<file path="src/rtl/smb_stat_pkg.sv">
package smb_stat_pkg;
  localparam int ST_W    = 8;
  localparam int B_BUSY  = 0;
  localparam int B_DONE  = 1;
  localparam int B_DEV   = 2;
  localparam int B_COLL  = 3;
  localparam int B_KILL  = 4;
  localparam int B_ALERT = 5;
  localparam int B_SEM   = 6;
  localparam int N_EVT   = B_KILL - B_DONE + 1;

  typedef struct packed {
    logic kill;
    logic coll;
    logic dev;
    logic done;
  } evt_t;
endpackage

</file>
<file path="src/rtl/smb_rst_sync.sv">
module smb_rst_sync #(
  parameter int STAGES = 2
) (
  input  logic clk,
  input  logic arst_n,
  output logic srst_n
);
  logic [STAGES-1:0] sh_q;

  always_ff @(posedge clk or negedge arst_n) begin
    if (!arst_n) sh_q <= '0;
    else         sh_q <= {sh_q[STAGES-2:0], 1'b1};
  end

  assign srst_n = sh_q[STAGES-1];
endmodule

</file>
<file path="src/rtl/smb_sticky_bits.sv">
module smb_sticky_bits #(
  parameter int N = 4
) (
  input  logic         clk,
  input  logic         rst_n,
  input  logic [N-1:0] set_i,
  input  logic [N-1:0] clr_i,
  output logic [N-1:0] q
);
  for (genvar i = 0; i < N; i++) begin : g_bit
    logic en, d;
    // set has priority over clear
    always_comb begin
      en = set_i[i] | clr_i[i];
      d  = set_i[i];
    end
    always_ff @(posedge clk or negedge rst_n) begin
      if (!rst_n)  q[i] <= 1'b0;
      else if (en) q[i] <= d;
    end
  end
endmodule

</file>
<file path="src/rtl/smb_semaphore.sv">
module smb_semaphore (
  input  logic clk,
  input  logic rst_n,
  input  logic rd_lvl,
  input  logic rel,
  output logic q
);
  logic rd_q, fire, en, d;

  always_comb begin
    fire = rd_lvl & ~rd_q;   // one side effect per read strobe
    en   = fire | rel;
    d    = fire;             // read wins over release
  end

  always_ff @(posedge clk or negedge rst_n) begin
    if (!rst_n) begin
      rd_q <= 1'b0;
      q    <= 1'b0;
    end else begin
      rd_q <= rd_lvl;
      if (en) q <= d;
    end
  end
endmodule

</file>
<file path="src/rtl/smb_host_stat.sv">
module smb_host_stat
  import smb_stat_pkg::*;
#(
  parameter int SYNC_STAGES = 2
) (
  input  logic            clk,
  input  logic            rst_n,
  input  logic            rsm_rst_n,
  input  logic            sel,
  input  logic            rd_stb,
  input  logic            wr_stb,
  input  logic [ST_W-1:0] wr_data,
  output logic [ST_W-1:0] rd_data,
  input  logic            cmd_start,
  input  logic            ev_done,
  input  logic            ev_deverr,
  input  logic            ev_coll,
  input  logic            ev_kill,
  input  logic            alert_evt,
  input  logic            alert_gpio,
  input  logic            int_en,
  input  logic            alert_to_int,
  input  logic            acc_other,
  input  logic            acc_blkdat,
  input  logic            cmd_blk_rd,
  output logic            busy,
  output logic            irq,
  output logic            acc_illegal
);
  logic srst_n, rsm_srst_n;
  logic wr_en, rd_lvl, term;
  evt_t evt;
  logic [N_EVT-1:0] evt_clr, evt_q;
  logic [0:0] alr_set, alr_clr, alr_q;
  logic sem_q, busy_q, busy_en, busy_d;

  smb_rst_sync #(.STAGES(SYNC_STAGES)) u_sync_main (
    .clk(clk), .arst_n(rst_n), .srst_n(srst_n));
  smb_rst_sync #(.STAGES(SYNC_STAGES)) u_sync_rsm (
    .clk(clk), .arst_n(rsm_rst_n), .srst_n(rsm_srst_n));

  always_comb begin
    wr_en   = sel & wr_stb;
    rd_lvl  = sel & rd_stb;
    evt     = '{kill: ev_kill, coll: ev_coll, dev: ev_deverr, done: ev_done};
    evt_clr = {N_EVT{wr_en}} & wr_data[B_KILL:B_DONE];
    alr_set = alert_evt & ~alert_gpio;
    alr_clr = wr_en & wr_data[B_ALERT];
    term    = ev_done | ev_deverr | ev_coll | ev_kill;
  end

  // transaction outcome flags
  smb_sticky_bits #(.N(N_EVT)) u_evt (
    .clk(clk), .rst_n(srst_n), .set_i(evt), .clr_i(evt_clr), .q(evt_q));

  // alert flag in the resume reset domain
  smb_sticky_bits #(.N(1)) u_alert (
    .clk(clk), .rst_n(rsm_srst_n), .set_i(alr_set), .clr_i(alr_clr), .q(alr_q));

  // ownership semaphore
  smb_semaphore u_sem (
    .clk(clk), .rst_n(srst_n), .rd_lvl(rd_lvl),
    .rel(wr_en & wr_data[B_SEM]), .q(sem_q));

  // busy next state; start wins over termination
  always_comb begin
    busy_en = cmd_start | term;
    busy_d  = cmd_start;
  end

  always_ff @(posedge clk or negedge srst_n) begin
    if (!srst_n)      busy_q <= 1'b0;
    else if (busy_en) busy_q <= busy_d;
  end

  // outputs
  always_comb begin
    rd_data     = {1'b0, sem_q, alr_q, evt_q, busy_q};
    busy        = busy_q;
    irq         = int_en & ((|evt_q) | (alr_q[0] & alert_to_int));
    acc_illegal = busy_q & acc_other & ~(acc_blkdat & cmd_blk_rd);
  end
endmodule

</file>
<file path="config.mk">
export PLATFORM = sky130hd
export DESIGN_NAME = smb_host_stat
export DESIGN_NICKNAME = d
export VERILOG_FILES = /design/src/rtl/smb_stat_pkg.sv /design/src/rtl/smb_rst_sync.sv /design/src/rtl/smb_sticky_bits.sv /design/src/rtl/smb_semaphore.sv /design/src/rtl/smb_host_stat.sv
export SDC_FILE = /design/constraint.sdc
export NUM_CORES = 1
export LEC_CHECK = 0
export BUFFER_PORTS_ARGS = -buffer_cell sky130_fd_sc_hd__buf_2
export CORE_AREA = 2 2 39 41
export DETAILED_ROUTE_END_ITERATION = 10
export DIE_AREA = 0 0 41 43
export PLACE_DENSITY_LB_ADDON = 0.05
export SYNTH_ARGS = -nofsm -noshare
export SYNTH_HDL_FRONTEND = slang
export SYNTH_SLANG_ARGS = --single-unit
</file>
<file path="constraint.sdc">
create_clock -name clk -period 1.5 [get_ports clk]
set_clock_uncertainty 0.05 [all_clocks]
set_input_delay 0.075 -clock clk [delete_from_list [all_inputs] [get_ports clk]]
set_output_delay 0.075 -clock clk [all_outputs]
set_load 0.02 [all_outputs]
</file>
Yosys cells after proc, flatten, opt, wreduce, memory -nomap -nowiden
Cells that the tools add are included.
{"block": "totals", "regBits": 12, "wordCells": 37}
{"block": "op_classes", "reduce_logical": 1, "n_bitwise": 26}
{"cell": "AND 1 bit", "count": 11}
{"cell": "OR 1 bit", "count": 11}
{"cell": "AND 4 bit", "count": 1}
{"cell": "OR reduction 4 bit", "count": 1}
{"cell": "NOT 1 bit", "count": 3}

Logic depth before layout (Yosys ltp)
Gate-level depths: netlist of run 1.
{"block": "depth", "ltp_word": 4, "mapped_depth": 2}

Modules after synthesis
From an unflattened synthesis of run 1, not the netlist that was laid out.
{"block": "unflattened", "cells_unflattened": 47, "area_unflattened_um2": 508.0}
{"mod": "smb_host_stat", "area_each_um2": 148.9, "cells_each": 21, "instances": 1, "seq_area_each_um2": 25.0}
{"mod": "smb_sticky_bits (u_evt)", "area_each_um2": 145.1, "cells_each": 12, "instances": 1, "seq_area_each_um2": 100.1}
{"mod": "smb_rst_sync", "area_each_um2": 53.8, "cells_each": 3, "instances": 2, "seq_area_each_um2": 50.0}
{"mod": "smb_semaphore", "area_each_um2": 70.1, "cells_each": 5, "instances": 1, "seq_area_each_um2": 50.0}
{"mod": "smb_sticky_bits (u_alert)", "area_each_um2": 36.3, "cells_each": 3, "instances": 1, "seq_area_each_um2": 25.0}

Least setup slack after synthesis of run 1
No wires, ideal clock.
{"block": "synth_timing", "path_type": "flip-flop to output port", "from": "register u_evt.q[3]", "to": "output irq", "required_ns": 1.375, "path_stages_with_launch": 3, "setup_slack_ns": 0.337, "arrival_ns": 1.038, "cell_sequence": "dfrtp_1 > nor4_1 > a21boi_0"}
{"block": "synth_between", "elab_chain_cells": 3}
{"item": "start, declared", "line_no": "smb_sticky_bits.sv:8", "source": "output logic [N-1:0] q"}
{"item": "start signal, assigned by index", "line_no": "smb_sticky_bits.sv:18", "source": "if (!rst_n) q[i] <= 1'b0;"}
{"item": "start signal, assigned by index", "line_no": "smb_sticky_bits.sv:19", "source": "else if (en) q[i] <= d;"}
{"item": "OR reduction 4 bit", "line_no": "smb_host_stat.sv:80", "source": "irq = int_en & ((|evt_q) | (alr_q[0] & alert_to_int));"}
{"item": "OR 1 bit", "line_no": "smb_host_stat.sv:80"}
{"item": "AND 1 bit", "line_no": "smb_host_stat.sv:80"}
{"item": "end, declared", "line_no": "smb_host_stat.sv:27", "source": "output logic irq,"}
Every way passes these cells.

Worst setup path after layout of run 1
Same ends and word-level chain as after synthesis.

==> out/results.tsv, run 1 <==
stage	metric	value	unit
floorplanning	placementRows	14	
drt	vias	450	
yosys	synth_warnings	0	
yosys	ys_seq_area_share	63.7	%
sta	hold_viol_final	0	
floorplanning	initial_core_util	34.1	%
power	power_density	943	nW/um2
grt	gr-total-overflow	0	
clock_tree	clockBufferDepth	2	
clock_tree	cts.sinks	12	
sta	finalCritPeriodShare	90.4	%
setup_path	startpoint	u_evt.q[3]	
drt	viasPerCell	4.50	
floorplanning	die_w	41	um
setup_path	path_max_fanout	3	
cells_and_area	drive_above_1_share	46.4	%
grt	grt_pass1_vias	424	
cells_and_area	antenna_cells	0	
drt	antenna_left	0	
clock_tree	cts_setup_buffers	0	
run	cap_violations	0	
drt	drt_wl_total	1.09	mm
drt	wl_per_cell	10.9	um
setup_path	cp.arrival	1.23	ns
setup_path	crit_path_end_kind	output port	
cells_and_area	num-nets-final	111	
grt	grt_usage	14.9	%
grt	grt_start_max_net_pins	8	
placement	gp_congestion	0.624	
floorplanning	fp.dieH	43	um
yosys	yosysTopAreaCell	dfrtp_1	
yosys	synth_top_area_share	63.7	%
clock_tree	insertion_delay	0.26	ns
drt	drc_errors	0	
sta	fmax	738	MHz
drt	first_pass_iters	4	
setup_path	r2r_setup_slack	0.74	ns
min_path	hp-class	flip-flop to asynchronous set/reset pin	
sta	final_max_slew_viol_count	0	
yosys	yosys_register_bits	12	
clock_tree	root_buffer	clkbuf_4	
floorplanning	coreArea	1380	um2
floorplanning	dieArea	1760	um2
sta	post-route-min-period	1.36	ns
clock_tree	cts_tree	built	
yosys	avgSynthCellArea	11.8	um2
cells_and_area	area_growth	63.9	%
sta	rsz0062_at_grt	no	
yosys	synth_cell_type_count	12	
grt	grt_pass1_wl	1.70	mm
setup_path	critPathLaunchType	flip-flop	
clock_tree	cts_max_level	1	
yosys	netlist_instances	40	
setup_path	reg2regPathDepth	1	
setup_path	worstSetupPathType	flip-flop to output port	
floorplanning	io_pins	37	
yosys	syn_area	472	um2
sta	final.setup.worst_slack	0.145	ns
power	p_leak	0.386	nW
placement	pre_cts_slack	0.374	ns
setup_path	cp.required	1.37	ns
yosys	yosys-top-cells-area	dfrtp_1, a21o_1, nand3_1	
setup_path	r2r_end	u_alert.q	
power	vdd_drop_max	0.000659	V
sta	setup_tns	0	ns
clock_tree	path_clk_slew	0.07	ns
setup_path	r2r_start	u_alert.q	
placement	portBuffers	33	
clock_tree	cts_buffers	3	
sta	setup_viol	0	
placement	dp_hpwl	773	um
grt	antenna_found_initial	0	
drt	dr.first_iter.drc_count	5	
status	status	completed	
## flip-flops by register name, indices dropped and copies added (netlist names)
signal	cells
u_sync_rsm.sh_q	2
u_sem.rd_q	1
u_sync_main.sh_q	2
busy	1
u_evt.q	4
u_sem.q	1
u_alert.q	1
## metrics by stage
| stage | instances | total power, mW | util [%] | instance area, um2 | hold WS, ns |
|---|---|---|---|---|---|
| 4_1_cts | 99 | 0.736 | 54.7 | 757 | 0.000602 |
| 2_1_floorplan | 41 | 0.426 | - | 475 | -0.271 |
| 3_3_place_gp | 86 | 0.471 | 45.6 | 631 | -0.189 |
| 3_5_place_dp | 86 | 0.472 | 45.6 | 631 | -0.188 |
| 6_report | 100 | 0.730 | 55.9 | 773 | 0.0613 |
| 5_1_grt | 100 | 0.778 | 55.9 | 773 | 0.0521 |
## worst max-delay path by stage
stage / slack, ns / endpoint / depth (start not counted)
finish: 0.14 / irq / 3
global route: 0.01 / irq / 3
CTS: 0.06 / irq / 3
detailed placement: 0.37 / irq / 3
global placement: 0.42 / irq / 3
floorplan: 0.34 / irq / 2
## synthesized netlist by cell type
| cell type | instances |
|---|---|
| dfrtp_1 | 12 |
| nand3_1 | 6 |
| a21o_1 | 5 |
| buf_4 | 4 |
| a22o_1 | 2 |
| conb_1 | 2 |
| inv_1 | 2 |
| nand2_1 | 2 |
| nor4_1 | 2 |
| a21boi_0 | 1 |
| a21oi_1 | 1 |
| and2_4 | 1 |
## report_power, final
part	leakage [nW]	total, mW	switching [mW]	internal, mW
clock	0.0210	0.243	0.0955	0.147
combinational	0.235	0.127	0.0609	0.0661
sequential	0.130	0.360	0.0156	0.344
total	0.386	0.730	0.172	0.557
## logic make-up (layout without fill, tap and decap cells)
| group | after synthesis | in the layout | share of synthesized area [%] |
|---|---|---|---|
| AO/OA/AOI/OAI | 9 | 9 | 14.3 |
| buffers and inverters | 6 | 49 | 7.96 |
| other | 2 | 3 | 1.59 |
| flip-flops | 12 | 12 | 63.7 |
| AND/OR/NAND/NOR | 11 | 11 | 12.5 |
## cell type report
cell class / instances / area, um2
fill: 139 / 611
tap: 16 / 20.0
timing repair buffer: 43 / 265
sequential: 12 / 300
clock buffer: 4 / 36.3
inverter: 2 / 7.51
multi-input combinational: 23 / 144
## repair_timing
action                                  CTS  global route
hold buffers                              9             1
resized for setup                         0             1
hold endpoints to repair                 11             1
endpoints found under the setup margin    0             1
## routing by layer
layer	up-vias	GRT usage, %	share of wire, %
met5	-	0	0
met4	0	8.00	0
met3	0	3.66	8.0
met2	21	24.4	51
met1	208	16.6	41
li1	221	-	-
## worst max-delay path, stage by stage (launching register included)
cell and delay, ns:
dfrtp_1 0.42, nor4_2 0.28, a21boi_0 0.11, buf_2 0.17
## placed cells by master (no fill, tap or decap)
| cell type | count |
|---|---|
| a21boi_0 | 1 |
| a21o_1 | 5 |
| a21oi_1 | 1 |
| a22o_1 | 2 |
| and2_4 | 1 |
| buf_2 | 33 |
| clkbuf_4 | 3 |
| clkbuf_8 | 1 |
| conb_1 | 3 |
| dfrtp_1 | 12 |
| dlygate4sd3_1 | 10 |
| inv_1 | 2 |
| nand2_1 | 2 |
| nand3_1 | 6 |
| nor4_1 | 1 |
| nor4_2 | 1 |
Note: power is estimated with default switching activity, not from simulation.
==> inputs of run 2 (changes only) <==
--- a/config.mk
+++ b/config.mk
@@ -5,10 +5,12 @@
 export SDC_FILE = /design/constraint.sdc
 export NUM_CORES = 1
 export LEC_CHECK = 0
+export ABC_AREA = 0
 export BUFFER_PORTS_ARGS = -buffer_cell sky130_fd_sc_hd__buf_2
 export CORE_AREA = 2 2 39 41
 export DETAILED_ROUTE_END_ITERATION = 10
 export DIE_AREA = 0 0 41 43
+export MAX_ROUTING_LAYER = met4
 export PLACE_DENSITY_LB_ADDON = 0.05
 export SYNTH_ARGS = -nofsm -noshare
 export SYNTH_HDL_FRONTEND = slang
==> out/results.tsv, run 2 (synthesized netlist as in run 1, its figures left out) <==
stage	metric	value	unit
cells_and_area	postLayoutCoreUtil	55.9	%
grt	grt_pass1_wl	1.70	mm
grt	grt_pass1_vias	422	
run	cap_violations	0	
setup_path	critPathLaunchType	flip-flop	
cells_and_area	fillCellCount	139	
floorplanning	initial_core_util	34.1	%
drt	wl_per_cell	10.8	um
grt	grt_usage	15.2	%
clock_tree	cts_tree	built	
drt	drt_wl_total	1.08	mm
setup_path	r2r_start	u_alert.q	
cells_and_area	drive_above_1_share	46.4	%
drt	vias	447	
cells_and_area	final_cells	100	
sta	final_max_slew_viol_count	0	
drt	dr.first_iter.drc_count	5	
power	total_power	729	uW
cells_and_area	final_common_cell	buf_2	
cells_and_area	layout_common_cells	buf_2, dfrtp_1, dlygate4sd3_1, nand3_1, a21o_1	
placement	gp_congestion	0.629	
clock_tree	cts_setup_buffers	0	
grt	antenna_found_initial	0	
setup_path	crit_slowest_cell	dfrtp_1	
sta	finalCritPeriodShare	90.3	%
drt	first_pass_iters	4	
sta	rsz0062_at_grt	no	
setup_path	r2r_end	u_alert.q	
placement	dp.cells	86	
setup_path	crit_chain	nor4_2, a21boi_0, buf_2	
sta	post-route-min-period	1.36	ns
cells_and_area	top_register	u_evt.q	
placement	portBuffers	33	
setup_path	crit_path_end_kind	output port	
cells_and_area	largest_register_ffs	4	
status	status	completed	
clock_tree	clockBufferDepth	2	
setup_path	cp.arrival	1.23	ns
drt	antenna_left	0	
setup_path	startpoint	u_evt.q[3]	
cells_and_area	area_growth	63.9	%
setup_path	r2r_setup_slack	0.74	ns
placement	dp_hpwl	773	um
min_path	hp-class	flip-flop to asynchronous set/reset pin	
floorplanning	fp.dieH	43	um
floorplanning	coreArea	1380	um2
cells_and_area	antenna_cells	0	
grt	gr-total-overflow	0	
power	p_leak	0.386	nW
clock_tree	cts_buffers	3	
clock_tree	path_clk_slew	0.07	ns
drt	viasPerCell	4.47	
floorplanning	placementRows	14	
sta	hold_slack	0.0604	ns
sta	setup_tns	0	ns
floorplanning	dieArea	1760	um2
clock_tree	cts.sinks	12	
setup_path	worstSetupPathType	flip-flop to output port	
power	power_density	942	nW/um2
setup_path	path_max_fanout	3	
setup_path	max_stage_delay	0.42	ns
cells_and_area	num-nets-final	111	
sta	setup_viol	0	
drt	drc_errors	0	
cells_and_area	multi_input_area	144	um2
cells_and_area	seqCellArea	300	um2
clock_tree	root_buffer	clkbuf_4	
setup_path	cp.required	1.37	ns
setup_path	reg2regPathDepth	1	
sta	hold_viol_final	0	
setup_path	crit_end	irq	
cells_and_area	top_regs	u_evt.q x4, u_sync_main.sh_q x2, u_sync_rsm.sh_q x2	
clock_tree	cts_max_level	1	
grt	grt_start_max_net_pins	8	
clock_tree	insertion_delay	0.26	ns
sta	fmax	738	MHz
power	vdd_drop_max	0.000657	V
floorplanning	die_w	41	um
floorplanning	io_pins	37	
==> run 2: cell type report <==
cell class | count | area share, %
flip-flops and latches | 12 | 38.8
repair buffers | 43 | 34.3
multi-input cells | 23 | 18.6
clock buffers | 4 | 4.69
well taps | 16 | 2.59
inverters | 2 | 0.971
==> run 2: worst max-delay path: cells and delay by family, from the launching register on <==
family / cells / cell delay [ns]
DFF: 1 / 0.42
and+or+nand+nor: 1 / 0.28
buffers and inverters: 1 / 0.17
AOI/OAI and AO/OA: 1 / 0.11
==> run 2: metrics by stage <==
step                area, um2  setup WS [ns]
floorplan                 475          0.337
global placement          631          0.416
detailed placement        631          0.374
CTS                       757         0.0646
global route              773         0.0108
finish                    773          0.145
==> run 2: what timing repair did <==
action / 4_1_cts / 5_1_grt
gates resized for setup: 0 / 1
hold endpoints to repair: 11 / 1
hold buffers: 9 / 1
endpoints found under the setup margin: 0 / 1
==> run 2: power breakdown <==
part / switching (mW) / internal (mW)
Sequential: 0.0156 / 0.344
Clock: 0.0947 / 0.147
Combinational: 0.0609 / 0.0661
Total: 0.171 / 0.557
==> run 2: worst min path at each step <==
| stage | end | slack (ns) |
|---|---|---|
| after floorplan | u_sync_main.sh_q[0] | -0.27 |
| after global placement | u_sync_main.sh_q[0] | -0.19 |
| after detailed placement | u_sync_main.sh_q[0] | -0.19 |
| after CTS | u_alert.q | 0.0006 |
| after global routing | u_evt.q[0] | 0.05 |
| final | u_evt.q[2] | 0.06 |
==> run 2: per-layer routing <==
layer	up-vias	global-route usage (%)	wire length (um)
li1	222	-	-
met5	-	-	0
met2	21	24.4	548
met3	0	3.14	87
met4	0	8.00	0
met1	204	16.9	449
==> inputs of run 3 (changes only) <==
--- a/config.mk
+++ b/config.mk
@@ -12,6 +12,8 @@
 export DIE_AREA = 0 0 41 43
 export MAX_ROUTING_LAYER = met4
 export PLACE_DENSITY_LB_ADDON = 0.05
+export REMOVE_ABC_BUFFERS = 1
+export SLEW_MARGIN = 20
 export SYNTH_ARGS = -nofsm -noshare
 export SYNTH_HDL_FRONTEND = slang
 export SYNTH_SLANG_ARGS = --single-unit
==> out/results.tsv, run 3 (synthesized netlist as in run 1, its figures left out) <==
stage	metric	value	unit
status	status	completed	
clock_tree	cts_max_level	1	
run	cap_violations	0	
grt	grt_start_max_net_pins	8	
setup_path	critPathTopFamily	flip-flops	
setup_path	cp.arrival	1.25	ns
sta	rsz0062_at_grt	no	
cells_and_area	multi_input_area	138	um2
drt	drt_wl_total	951	um
floorplanning	coreArea	1380	um2
power	clockPowerShare	26.6	%
power	power_frac_comb	19.0	%
cells_and_area	final_common_cell	buf_2	
drt	dr.first_iter.drc_count	6	
setup_path	cp.required	1.37	ns
floorplanning	die_w	41	um
setup_path	critPathBufInv	1	
sta	finalCritPeriodShare	91.6	%
grt	grt_pass1_wl	1.44	mm
clock_tree	ctsResizeCount	0	
clock_tree	cts.sinks	12	
placement	portBuffers	33	
power	p_sw	156	uW
clock_tree	insertion_delay	0.25	ns
cells_and_area	top_register	u_evt.q	
drt	antenna_left	0	
power	p_int	503	uW
floorplanning	initial_core_util	34.1	%
cells_and_area	num-nets-final	111	
cells_and_area	drive_above_1_share	44.6	%
power	power_density	874	nW/um2
setup_path	worstSetupPathType	flip-flop to output port	
floorplanning	io_pins	37	
grt	grt_usage	12.6	%
setup_path	max_stage_delay	0.39	ns
clock_tree	root_buffer	clkbuf_4	
sta	post-route-min-period	1.37	ns
sta	setup_viol	0	
drt	wl_per_cell	9.61	um
cells_and_area	layout_common_cells	buf_2, dfrtp_1, dlygate4sd3_1, nand3_1, a21o_1	
placement	pre_cts_slack	0.376	ns
cells_and_area	area_growth	59.7	%
cells_and_area	largest_register_ffs	4	
floorplanning	fp.dieH	43	um
grt	antenna_found_initial	0	
min_path	hp-class	flip-flop to asynchronous set/reset pin	
sta	final_max_slew_viol_count	0	
sta	final.setup.worst_slack	0.126	ns
clock_tree	path_clk_slew	0.06	ns
clock_tree	clockBufferDepth	2	
cells_and_area	fillCellCount	134	
clock_tree	cts_setup_buffers	0	
placement	dp_hpwl	781	um
sta	setup_tns	0	ns
power	vdd_drop_max	0.000475	V
drt	viasPerCell	4.31	
clock_tree	hold_buffers	9	
setup_path	path_max_fanout	3	
floorplanning	placementRows	14	
cells_and_area	seqCellArea	300	um2
drt	first_pass_iters	3	
power	p_leak	0.379	nW
floorplanning	dieArea	1760	um2
drt	vias	427	
sta	hold_viol_final	0	
cells_and_area	top_regs	u_evt.q x4, u_sync_main.sh_q x2, u_sync_rsm.sh_q x2	
setup_path	crit_chain	nor4_1, a21boi_0, buf_2	
grt	gr-total-overflow	0	
sta	fmax	728	MHz
clock_tree	cts_buffers	3	
power	p_seq_share	54.4	%
setup_path	crit_slowest_cell	dfrtp_1	
cells_and_area	antenna_cells	0	
power	p_sw_share	23.7	%
drt	drc_errors	0	
setup_path	crit_path_end_kind	output port	
clock_tree	cts_tree	built	
setup_path	critPathLaunchType	flip-flop	
placement	gp_congestion	0.617	
grt	grt_pass1_vias	394	
## run 3: changes by cell type in the layout (fill, tap and decap cells not counted), sizes merged
cell / before / now
clkbuf: 4 / 3
## run 3: metrics by stage
step                      hold slack [ns]  util (%)  std cells  area, um2  power [mW]
after global placement             -0.189      45.6         86        631       0.471
after global routing               0.0571      54.4         99        753       0.713
after floorplan                    -0.271         -         37        445       0.412
after detailed placement           -0.188      45.6         86        631       0.471
final                              0.0579      54.4         99        753       0.658
after CTS                         0.00267      53.7         98        743       0.672
## run 3: worst paths after layout
check,start,end,slack (ns),cells after the start
max,u_evt.q[3],irq,0.13,3
min,u_sync_main.sh_q[1],u_evt.q[1],0.06,0
max reg2reg,u_alert.q,u_alert.q,0.75,1
min reg2reg,u_sync_main.sh_q[1],u_evt.q[1],0.06,0
max in group asynchronous,u_sync_rsm.sh_q[1],u_alert.q,0.82,1
min in group clk,wr_data[3],u_evt.q[2],0.07,3
## run 3: power groups by stage
stage | Sequential (mW) | Combinational, mW | Clock (mW)
finish | 0.358 | 0.125 | 0.175
CTS | 0.359 | 0.124 | 0.189
global route | 0.362 | 0.136 | 0.215
detailed placement | 0.365 | 0.106 | 0
floorplan | 0.384 | 0.0281 | 0
global placement | 0.364 | 0.106 | 0
## run 3: layout make-up
cell class,count,share of cell area (%)
multi-input combinational,23,18.3
inverter,2,0.997
timing repair buffer,43,35.2
tap,16,2.66
sequential,12,39.9
clock buffer,3,2.99
## run 3: routing by layer
metal,GRT usage [%],part of all wire (%),vias to the layer above
met5,-,0,-
met2,18.8,42,22
li1,-,-,219
met4,8.00,0.84,0
met3,3.66,12,2
met1,14.1,46,184
